### src/rtl/conv_win_pkg.sv
package conv_win_pkg;

    typedef enum logic [2:0] {
        ST_INIT    = 3'd0,
        ST_ISSUE   = 3'd1,
        ST_ALIGN_A = 3'd2,
        ST_ALIGN_B = 3'd3,
        ST_HALT    = 3'd4,
        ST_WAIT    = 3'd5,
        ST_FINISH  = 3'd6
    } ctrl_state_e;

    typedef struct packed {
        logic clear;
        logic step;
    } cnt_cmd_t;

    function automatic int clog2_min1(input int v);
        return (v <= 2) ? 1 : $clog2(v);
    endfunction

    function automatic bit is_pow2(input int v);
        return (v > 1) && ((v & (v - 1)) == 0);
    endfunction

endpackage

### src/rtl/conv_grid_counter.sv
module conv_grid_counter
    import conv_win_pkg::*;
#(
    parameter int COLS = 3,
    parameter int ROWS = 3,
    localparam int CW = clog2_min1(COLS),
    localparam int RW = clog2_min1(ROWS)
) (
    input  logic          clk,
    input  logic          rst,
    input  cnt_cmd_t      cmd,
    output logic [CW-1:0] col,
    output logic [RW-1:0] row,
    output logic          last
);

    logic col_end;
    logic row_end;

    assign col_end = (col == CW'(COLS - 1));
    assign row_end = (row == RW'(ROWS - 1));
    assign last    = col_end && row_end;

    always_ff @(posedge clk) begin
        if (rst || cmd.clear) begin
            col <= '0;
            row <= '0;
        end else if (cmd.step) begin
            if (col_end) begin
                col <= '0;
                row <= row_end ? '0 : row + 1'b1;
            end else begin
                col <= col + 1'b1;
            end
        end
    end

endmodule

### src/rtl/conv_addr_gen.sv
module conv_addr_gen
    import conv_win_pkg::*;
#(
    parameter int IMG_H = 8,
    parameter int IMG_W = 8,
    parameter int KSIZE = 3,
    localparam int OUT_ROWS = IMG_H - KSIZE + 1,
    localparam int OUT_COLS = IMG_W - KSIZE + 1,
    localparam int WRW = clog2_min1(OUT_ROWS),
    localparam int WCW = clog2_min1(OUT_COLS),
    localparam int TW  = clog2_min1(KSIZE),
    localparam int IA_W = clog2_min1(IMG_H * IMG_W),
    localparam int CA_W = clog2_min1(KSIZE * KSIZE)
) (
    input  logic [WRW-1:0]  win_row,
    input  logic [WCW-1:0]  win_col,
    input  logic [TW-1:0]   tap_row,
    input  logic [TW-1:0]   tap_col,
    output logic [IA_W-1:0] img_addr,
    output logic [CA_W-1:0] coef_addr
);

    localparam int RB = clog2_min1(IMG_H);
    localparam int CB = clog2_min1(IMG_W);

    logic [RB-1:0] row_sum;
    logic [CB-1:0] col_sum;

    assign row_sum = RB'(win_row) + RB'(tap_row);
    assign col_sum = CB'(win_col) + CB'(tap_col);

    generate
        if (is_pow2(IMG_W) && (RB + CB == IA_W)) begin : g_concat
            assign img_addr = {row_sum, col_sum};
        end else begin : g_mult
            assign img_addr = IA_W'(int'(row_sum) * IMG_W + int'(col_sum));
        end
    endgenerate

    assign coef_addr = CA_W'(int'(tap_row) * KSIZE + int'(tap_col));

endmodule

### src/rtl/conv_ctrl_fsm.sv
module conv_ctrl_fsm
    import conv_win_pkg::*;
(
    input  logic     clk,
    input  logic     rst,
    input  logic     start,
    input  logic     mac_done,
    input  logic     tap_last,
    input  logic     win_last,
    output cnt_cmd_t tap_cmd,
    output cnt_cmd_t win_cmd,
    output logic     launch,
    output logic     rd_valid,
    output logic     res_we,
    output logic     done
);

    ctrl_state_e state;
    ctrl_state_e nxt;

    always_comb begin
        nxt = state;
        unique case (state)
            ST_INIT, ST_FINISH: if (start) nxt = ST_ISSUE;
            ST_ISSUE:           if (tap_last) nxt = ST_ALIGN_A;
            ST_ALIGN_A:         nxt = ST_ALIGN_B;
            ST_ALIGN_B:         nxt = ST_HALT;
            ST_HALT:            nxt = ST_WAIT;
            ST_WAIT:            if (mac_done) nxt = win_last ? ST_FINISH : ST_ISSUE;
            default:            nxt = ST_INIT;
        endcase
    end

    always_ff @(posedge clk) begin
        if (rst) state <= ST_INIT;
        else     state <= nxt;
    end

    assign launch   = ((state == ST_INIT) || (state == ST_FINISH)) && start;
    assign rd_valid = (state == ST_ISSUE);
    assign res_we   = (state == ST_WAIT) && mac_done;
    assign done     = (state == ST_FINISH);

    assign tap_cmd.clear = launch;
    assign tap_cmd.step  = rd_valid;
    assign win_cmd.clear = launch;
    assign win_cmd.step  = res_we;

endmodule

### src/rtl/conv_window_ctrl.sv
module conv_window_ctrl
    import conv_win_pkg::*;
#(
    parameter int IMG_H = 8,
    parameter int IMG_W = 8,
    parameter int KSIZE = 3,
    localparam int N_OUT = (IMG_H - KSIZE + 1) * (IMG_W - KSIZE + 1),
    localparam int IA_W  = clog2_min1(IMG_H * IMG_W),
    localparam int CA_W  = clog2_min1(KSIZE * KSIZE),
    localparam int OA_W  = clog2_min1(N_OUT + 1)
) (
    input  logic            clk,
    input  logic            rst,
    input  logic            start,
    input  logic            mac_done,
    output logic            rd_valid,
    output logic [IA_W-1:0] img_addr,
    output logic [CA_W-1:0] coef_addr,
    output logic            res_we,
    output logic [OA_W-1:0] res_addr,
    output logic            done
);

    localparam int OUT_ROWS = IMG_H - KSIZE + 1;
    localparam int OUT_COLS = IMG_W - KSIZE + 1;
    localparam int WRW = clog2_min1(OUT_ROWS);
    localparam int WCW = clog2_min1(OUT_COLS);
    localparam int TW  = clog2_min1(KSIZE);

    cnt_cmd_t       tap_cmd;
    cnt_cmd_t       win_cmd;
    logic           launch;
    logic           tap_last;
    logic           win_last;
    logic [TW-1:0]  tap_col;
    logic [TW-1:0]  tap_row;
    logic [WCW-1:0] win_col;
    logic [WRW-1:0] win_row;
    logic [OA_W-1:0] out_cnt;

    conv_ctrl_fsm u_fsm (
        .clk      (clk),
        .rst      (rst),
        .start    (start),
        .mac_done (mac_done),
        .tap_last (tap_last),
        .win_last (win_last),
        .tap_cmd  (tap_cmd),
        .win_cmd  (win_cmd),
        .launch   (launch),
        .rd_valid (rd_valid),
        .res_we   (res_we),
        .done     (done)
    );

    conv_grid_counter #(.COLS(KSIZE), .ROWS(KSIZE)) u_taps (
        .clk  (clk),
        .rst  (rst),
        .cmd  (tap_cmd),
        .col  (tap_col),
        .row  (tap_row),
        .last (tap_last)
    );

    conv_grid_counter #(.COLS(OUT_COLS), .ROWS(OUT_ROWS)) u_wins (
        .clk  (clk),
        .rst  (rst),
        .cmd  (win_cmd),
        .col  (win_col),
        .row  (win_row),
        .last (win_last)
    );

    conv_addr_gen #(.IMG_H(IMG_H), .IMG_W(IMG_W), .KSIZE(KSIZE)) u_addr (
        .win_row   (win_row),
        .win_col   (win_col),
        .tap_row   (tap_row),
        .tap_col   (tap_col),
        .img_addr  (img_addr),
        .coef_addr (coef_addr)
    );

    always_ff @(posedge clk) begin
        if (rst || launch) out_cnt <= '0;
        else if (res_we)   out_cnt <= out_cnt + 1'b1;
    end

    assign res_addr = out_cnt;

endmodule

### config.mk
export PLATFORM = sky130hd
export DESIGN_NAME = conv_window_ctrl
export DESIGN_NICKNAME = d
export VERILOG_FILES = /design/src/rtl/conv_win_pkg.sv /design/src/rtl/conv_grid_counter.sv /design/src/rtl/conv_addr_gen.sv /design/src/rtl/conv_ctrl_fsm.sv /design/src/rtl/conv_window_ctrl.sv
export SDC_FILE = /design/constraint.sdc
export NUM_CORES = 1
export LEC_CHECK = 0
export ABC_AREA = 1
export BUFFER_PORTS_ARGS = -buffer_cell sky130_fd_sc_hd__buf_2
export CAP_MARGIN = 40
export CORE_ASPECT_RATIO = 0.5
export CORE_MARGIN = 4
export CORE_UTILIZATION = 43
export DETAILED_ROUTE_END_ITERATION = 8
export PLACE_DENSITY_LB_ADDON = 0.2
export SLEW_MARGIN = 5
export SYNTH_ARGS = -nofsm -noshare
export SYNTH_HDL_FRONTEND = slang
export SYNTH_SLANG_ARGS = --single-unit
### constraint.sdc
create_clock -name clk -period 2 [get_ports clk]
set_clock_uncertainty 0.1 [all_clocks]
set_input_delay 0 -clock clk [delete_from_list [all_inputs] [get_ports clk]]
set_output_delay 0 -clock clk [all_outputs]
set_load 0.01 [all_outputs]
# Yosys cells after proc, flatten, opt, wreduce, memory -nomap -nowiden
# Index checks and enable logic that the tools add are counted.
# classes
add_sub_neg,8
n_reduce_logical,11
n_eq_ne,13
mul,1
mux,9
# op_table
cell,count
3-bit 2-to-1 mux,6
3-bit case mux with 6 select lines,1
"3-bit equality test, second input constant",5
"3-bit by 1-bit adder with 3-bit output, second input constant",2
3-bit by 2-bit adder with 3-bit output,2
"6-bit by 1-bit adder with 6-bit output, second input constant",1
"3-bit by 2-bit equality test with 1-bit output, second input constant",2
"2-bit by 1-bit adder with 2-bit output, second input constant",2
4-bit by 3-bit adder with 4-bit output,1
"2-bit equality test, second input constant",2
1-bit logical AND,4
"2-bit by 2-bit multiplier with 4-bit output, second input constant",1
2-bit 2-to-1 mux,2
"2-bit != test, second input constant",2
2-bit AND reduction,2
"3-bit by 1-bit equality test with 1-bit output, second input constant",1
3-bit logical NOT,1
3-bit AND reduction,1
1-bit logical OR,2
"2-bit by 1-bit != test with 1-bit output, second input constant",1
2-bit OR reduction,1
# word_totals
word_cells,48
ff_bits,19
output_inout_bits,19

# Logic depth before layout (Yosys ltp)
# depth
depth_word,5
ltp_mapped,9
ltp_nobuf,8

# By module
# From an unflattened synthesis, not the netlist that was laid out.
# unflattened
cells_unflattened,174
area_unflattened_um2,1207.4
# modules_own_cells
module,cells_each,area_per_inst_um2,instances
conv_grid_counter at u_wins,38,277.8,1
conv_ctrl_fsm,46,271.5,1
conv_window_ctrl,36,265.3,1
conv_grid_counter at u_taps,29,198.9,1
conv_addr_gen,25,193.9,1

# Worst setup path before layout
# OpenSTA, ideal clock, no wires.
# synth_timing
path_type,register to output
start,register u_taps.col[1]
end,output port coef_addr[2]
required_ps,1900
path_buffers,0
slack_ps,143
arrival_ps,1757
path_stages_with_launch,6
path_cell_list,dfxtp_1 -> inv_1 -> fa_1 -> inv_1 -> ha_1 -> fa_1
# synth_between
elab_chain_len,1
# synth_lines
item,line_no,text
"start, declared",conv_grid_counter.sv:12,"output logic [CW-1:0] col,"
"start signal, assigned",conv_grid_counter.sv:33,col <= col + 1'b1;
4-bit by 3-bit adder with 4-bit output,conv_addr_gen.sv:40,assign coef_addr = CA_W'(int'(tap_row) * KSIZE + int'(tap_col));
"end, declared",conv_window_ctrl.sv:18,"output logic [CA_W-1:0] coef_addr,"
# No other way between the ends.

# Worst setup path after layout
# layout_timing
start,register u_taps.row[0]
end,output port coef_addr[2]
# layout_between
elab_chain_len,2
# layout_lines
item,line_no,text
"start, declared",conv_grid_counter.sv:13,"output logic [RW-1:0] row,"
"start signal, assigned",conv_grid_counter.sv:31,row <= row_end ? '0 : row + 1'b1;
2-bit by 2-bit multiplier with 4-bit output,conv_addr_gen.sv:40,
4-bit by 3-bit adder with 4-bit output,conv_addr_gen.sv:40,
# No other way between the ends.

==> results.toml <==
[status]
status = "finished, violations left"
failed_checks = "negative setup slack"

[cts]
cts-root-buf = "clkbuf_8"
cts_buffer_depth = 2
clk_pin_slew_ns = 0.07
clock-sinks = 19
htree_levels = 1
cts_buffers = 3
cts_tree = "done"
clk_latency_ns = 0.25

[timing]
period_share = 1.044
fin_ws_ns = -0.08896
tns_ns = -0.08896
final-hold-violation-count = 0
fin_crit_ns = 2.089
maxSlewHeadroom = 0.7751
fmax_mhz = 478.7
tightest_slew_ns = 0.3369
drv_slew = 0
rsz0062_at_grt = "yes"
whs_ns = 0.04226
setup_viol = 1

[power_and_ir_drop]
p_total_uw = 888.3
leakagePower_nw = 0.7127
powerDensity_nw_per_um2 = 620.1
ir_drop_uv = 273.2

[logic_synthesis]
synthAdderAreaFrac = 0.1491
synth-seq-area-share = 0.3147
yosys.area_share.simple = 0.2940
yosysUniqueCellTypes = 24
netlist_area_um2 = 1209
synth_top_family_by_area = "simple AND/OR/NAND/NOR gates"
muxShareOfSynthArea = 0
ys_ff_latch = 19
avgSynthCellArea_um2 = 7.461
synth_compound_area_frac = 0.1242
synthCells = 162
ys_warn_count = 0
synth-xor-area-share = 0.02174
syn-num-nets = 178

[die]
start_util = 0.4587
rows = 13
die_height_um = 45.49
io_pins = 23
die-area_um2 = 3775
core_area_um2 = 2635
die_width_um = 82.98

[routing]
drt-wirelength-per-cell_um = 10.78
totalWireLength_um = 2457
drt_first_pass_iters = 4
vias_per_cell = 4.737
vias = 1080
initialDrtViolationCount = 28
drc_errors = 0
ant_nets = 0

[placement]
place_ws_ns = 0.1544
dp_hpwl_um = 1907
place_congestion = 0.7760
portBuffers = 22

[layout]
layout.nets = 208
drive_gt1_frac = 0.2513
regArea_um2 = 382.9
fill_cells = 268
diodes = 0
area_growth_pct = 18.53
multi_input_area_um2 = 714.4

[hold_path]
hp-class = "primary input to flop"
hold_start = "start"
holdPathStages = 4
worstHoldEndpoint = "res_addr[0]"

[worst_setup_path]
cp_max_fo = 2
arrival_ns = 1.99
rr_worst_depth = 7
start_kind = "flop"
reg2reg_to = "res_addr[2]"
cp_data_required_time_ns = 1.90
path_class = "flop to output pin"
worst-r2r-setup-slack_ns = 0.38
r2r_start = "u_fsm.state[2]"
end_kind = "output pin"

[run]
cap_violations = 0

[global_routing]
grt_pass1_vias = 920
grt_start_max_net_pins = 12
grt_usage = 0.1381
antenna_found_initial = 0
gr-total-overflow = 0
grt_pass1_wl_um = 4160
-- layer usage --
metal,vias to the layer above,track usage,share of wire
li1,576,-,-
met1,480,0.1917,0.52
met2,22,0.2150,0.43
met3,2,0.04693,0.052
met4,0,0.01954,0.0041
met5,-,0,0
-- registers in the layout (all words and copies together), names as in the netlist --
name / cells
u_wins.col: 3
res_addr: 6
u_fsm.state: 3
u_wins.row: 3
u_taps.row: 2
u_taps.col: 2
-- per-stage QoR --
step / util / cells / instance area (um2)
detailed placement: 0.5180 / 222 / 1365
CTS: 0.5408 / 227 / 1425
finish: 0.5437 / 228 / 1433
floorplan: - / 162 / 1209
global route: 0.5437 / 228 / 1433
global placement: 0.5180 / 222 / 1365
-- how the worst max path moves through the flow --
stage | from | endpoint | slack [ns]
after global placement | u_taps.col[1] | coef_addr[2] | 0.14
after detailed placement | u_taps.row[0] | coef_addr[2] | 0.15
after CTS | u_taps.col[1] | coef_addr[2] | -0.10
after floorplan | u_taps.col[1] | coef_addr[2] | 0.14
final | u_taps.row[0] | coef_addr[2] | -0.09
after global routing | u_taps.row[0] | coef_addr[2] | -0.17
-- cell usage in the layout, fill, tap and decap left out --
master	instances
fa_1	4
xnor2_1	1
nand4_1	3
a21oi_1	14
a211oi_1	1
buf_4	4
xor2_1	2
nor2_8	1
nor2_1	10
or2_1	1
nand3_2	1
ha_1	7
ha_2	1
nor2_2	1
nand2_2	3
buf_2	22
inv_2	5
clkbuf_8	3
a21oi_2	2
nor2_4	2
nand3_1	13
inv_1	20
nand2_4	1
dfxtp_2	2
o21ai_0	7
dfxtp_1	17
o21ai_1	4
nand2_1	37
clkbuf_1	1
dlygate4sd3_1	1
-- area by class of cell --
class,count,area share
clock buffer,4,0.03144
inverter,25,0.06550
multi-input combinational,116,0.4987
sequential,19,0.2672
tap,37,0.03231
timing repair buffer,27,0.1048
-- critical path: stages, from the launching register on --
cell and delay, ns:
dfxtp_2 0.34, inv_2 0.05, fa_1 0.53, inv_1 0.04, ha_2 0.16, fa_1 0.48
buf_2 0.13
-- Yosys cell counts --
master    count  share of area
a21oi_1      14          0.058
xor2_1        2          0.014
a211oi_1      1         0.0062
nand2_2       3          0.016
or2_1         1         0.0052
a21oi_2       2          0.014
inv_2         3         0.0093
fa_1          4          0.066
inv_1        22          0.068
xnor2_1       1         0.0072
nor2_8        1          0.017
buf_6         2          0.019
ha_1          8          0.083
nand4_1       3          0.016
dfxtp_1      19           0.31
nor2_4        2          0.019
nand2_1      37           0.11
nand3_2       1         0.0083
nor2_1       10          0.031
o21ai_0       7          0.029
nand3_1      13          0.054
nor2_2        1         0.0052
nand2_4       1         0.0093
o21ai_1       4          0.017
-- what timing repair did --
action,CTS,global route
pin swaps,0,2
endpoints found under the setup margin,2,2
buffers inserted,0,1
hold buffers,1,0
resized for setup,5,0
endpoints found under the hold margin,3,0
-- where the power goes --
part	switching [mW]	internal, mW
combinational	0.129	0.0678
sequential	0.0263	0.395
clock	0.128	0.142
total	0.284	0.605
-- cells by family (layout without fill, tap and decap cells) --
group / after synthesis / after routing
flip-flops: 19 / 19
adder cells (fa/ha/maj): 12 / 12
AO/OA/AOI/OAI: 28 / 28
buffers and inverters: 27 / 56
AND/OR/NAND/NOR: 73 / 73
XOR/XNOR: 3 / 3
No activity file was read; power rests on OpenSTA's default activity.
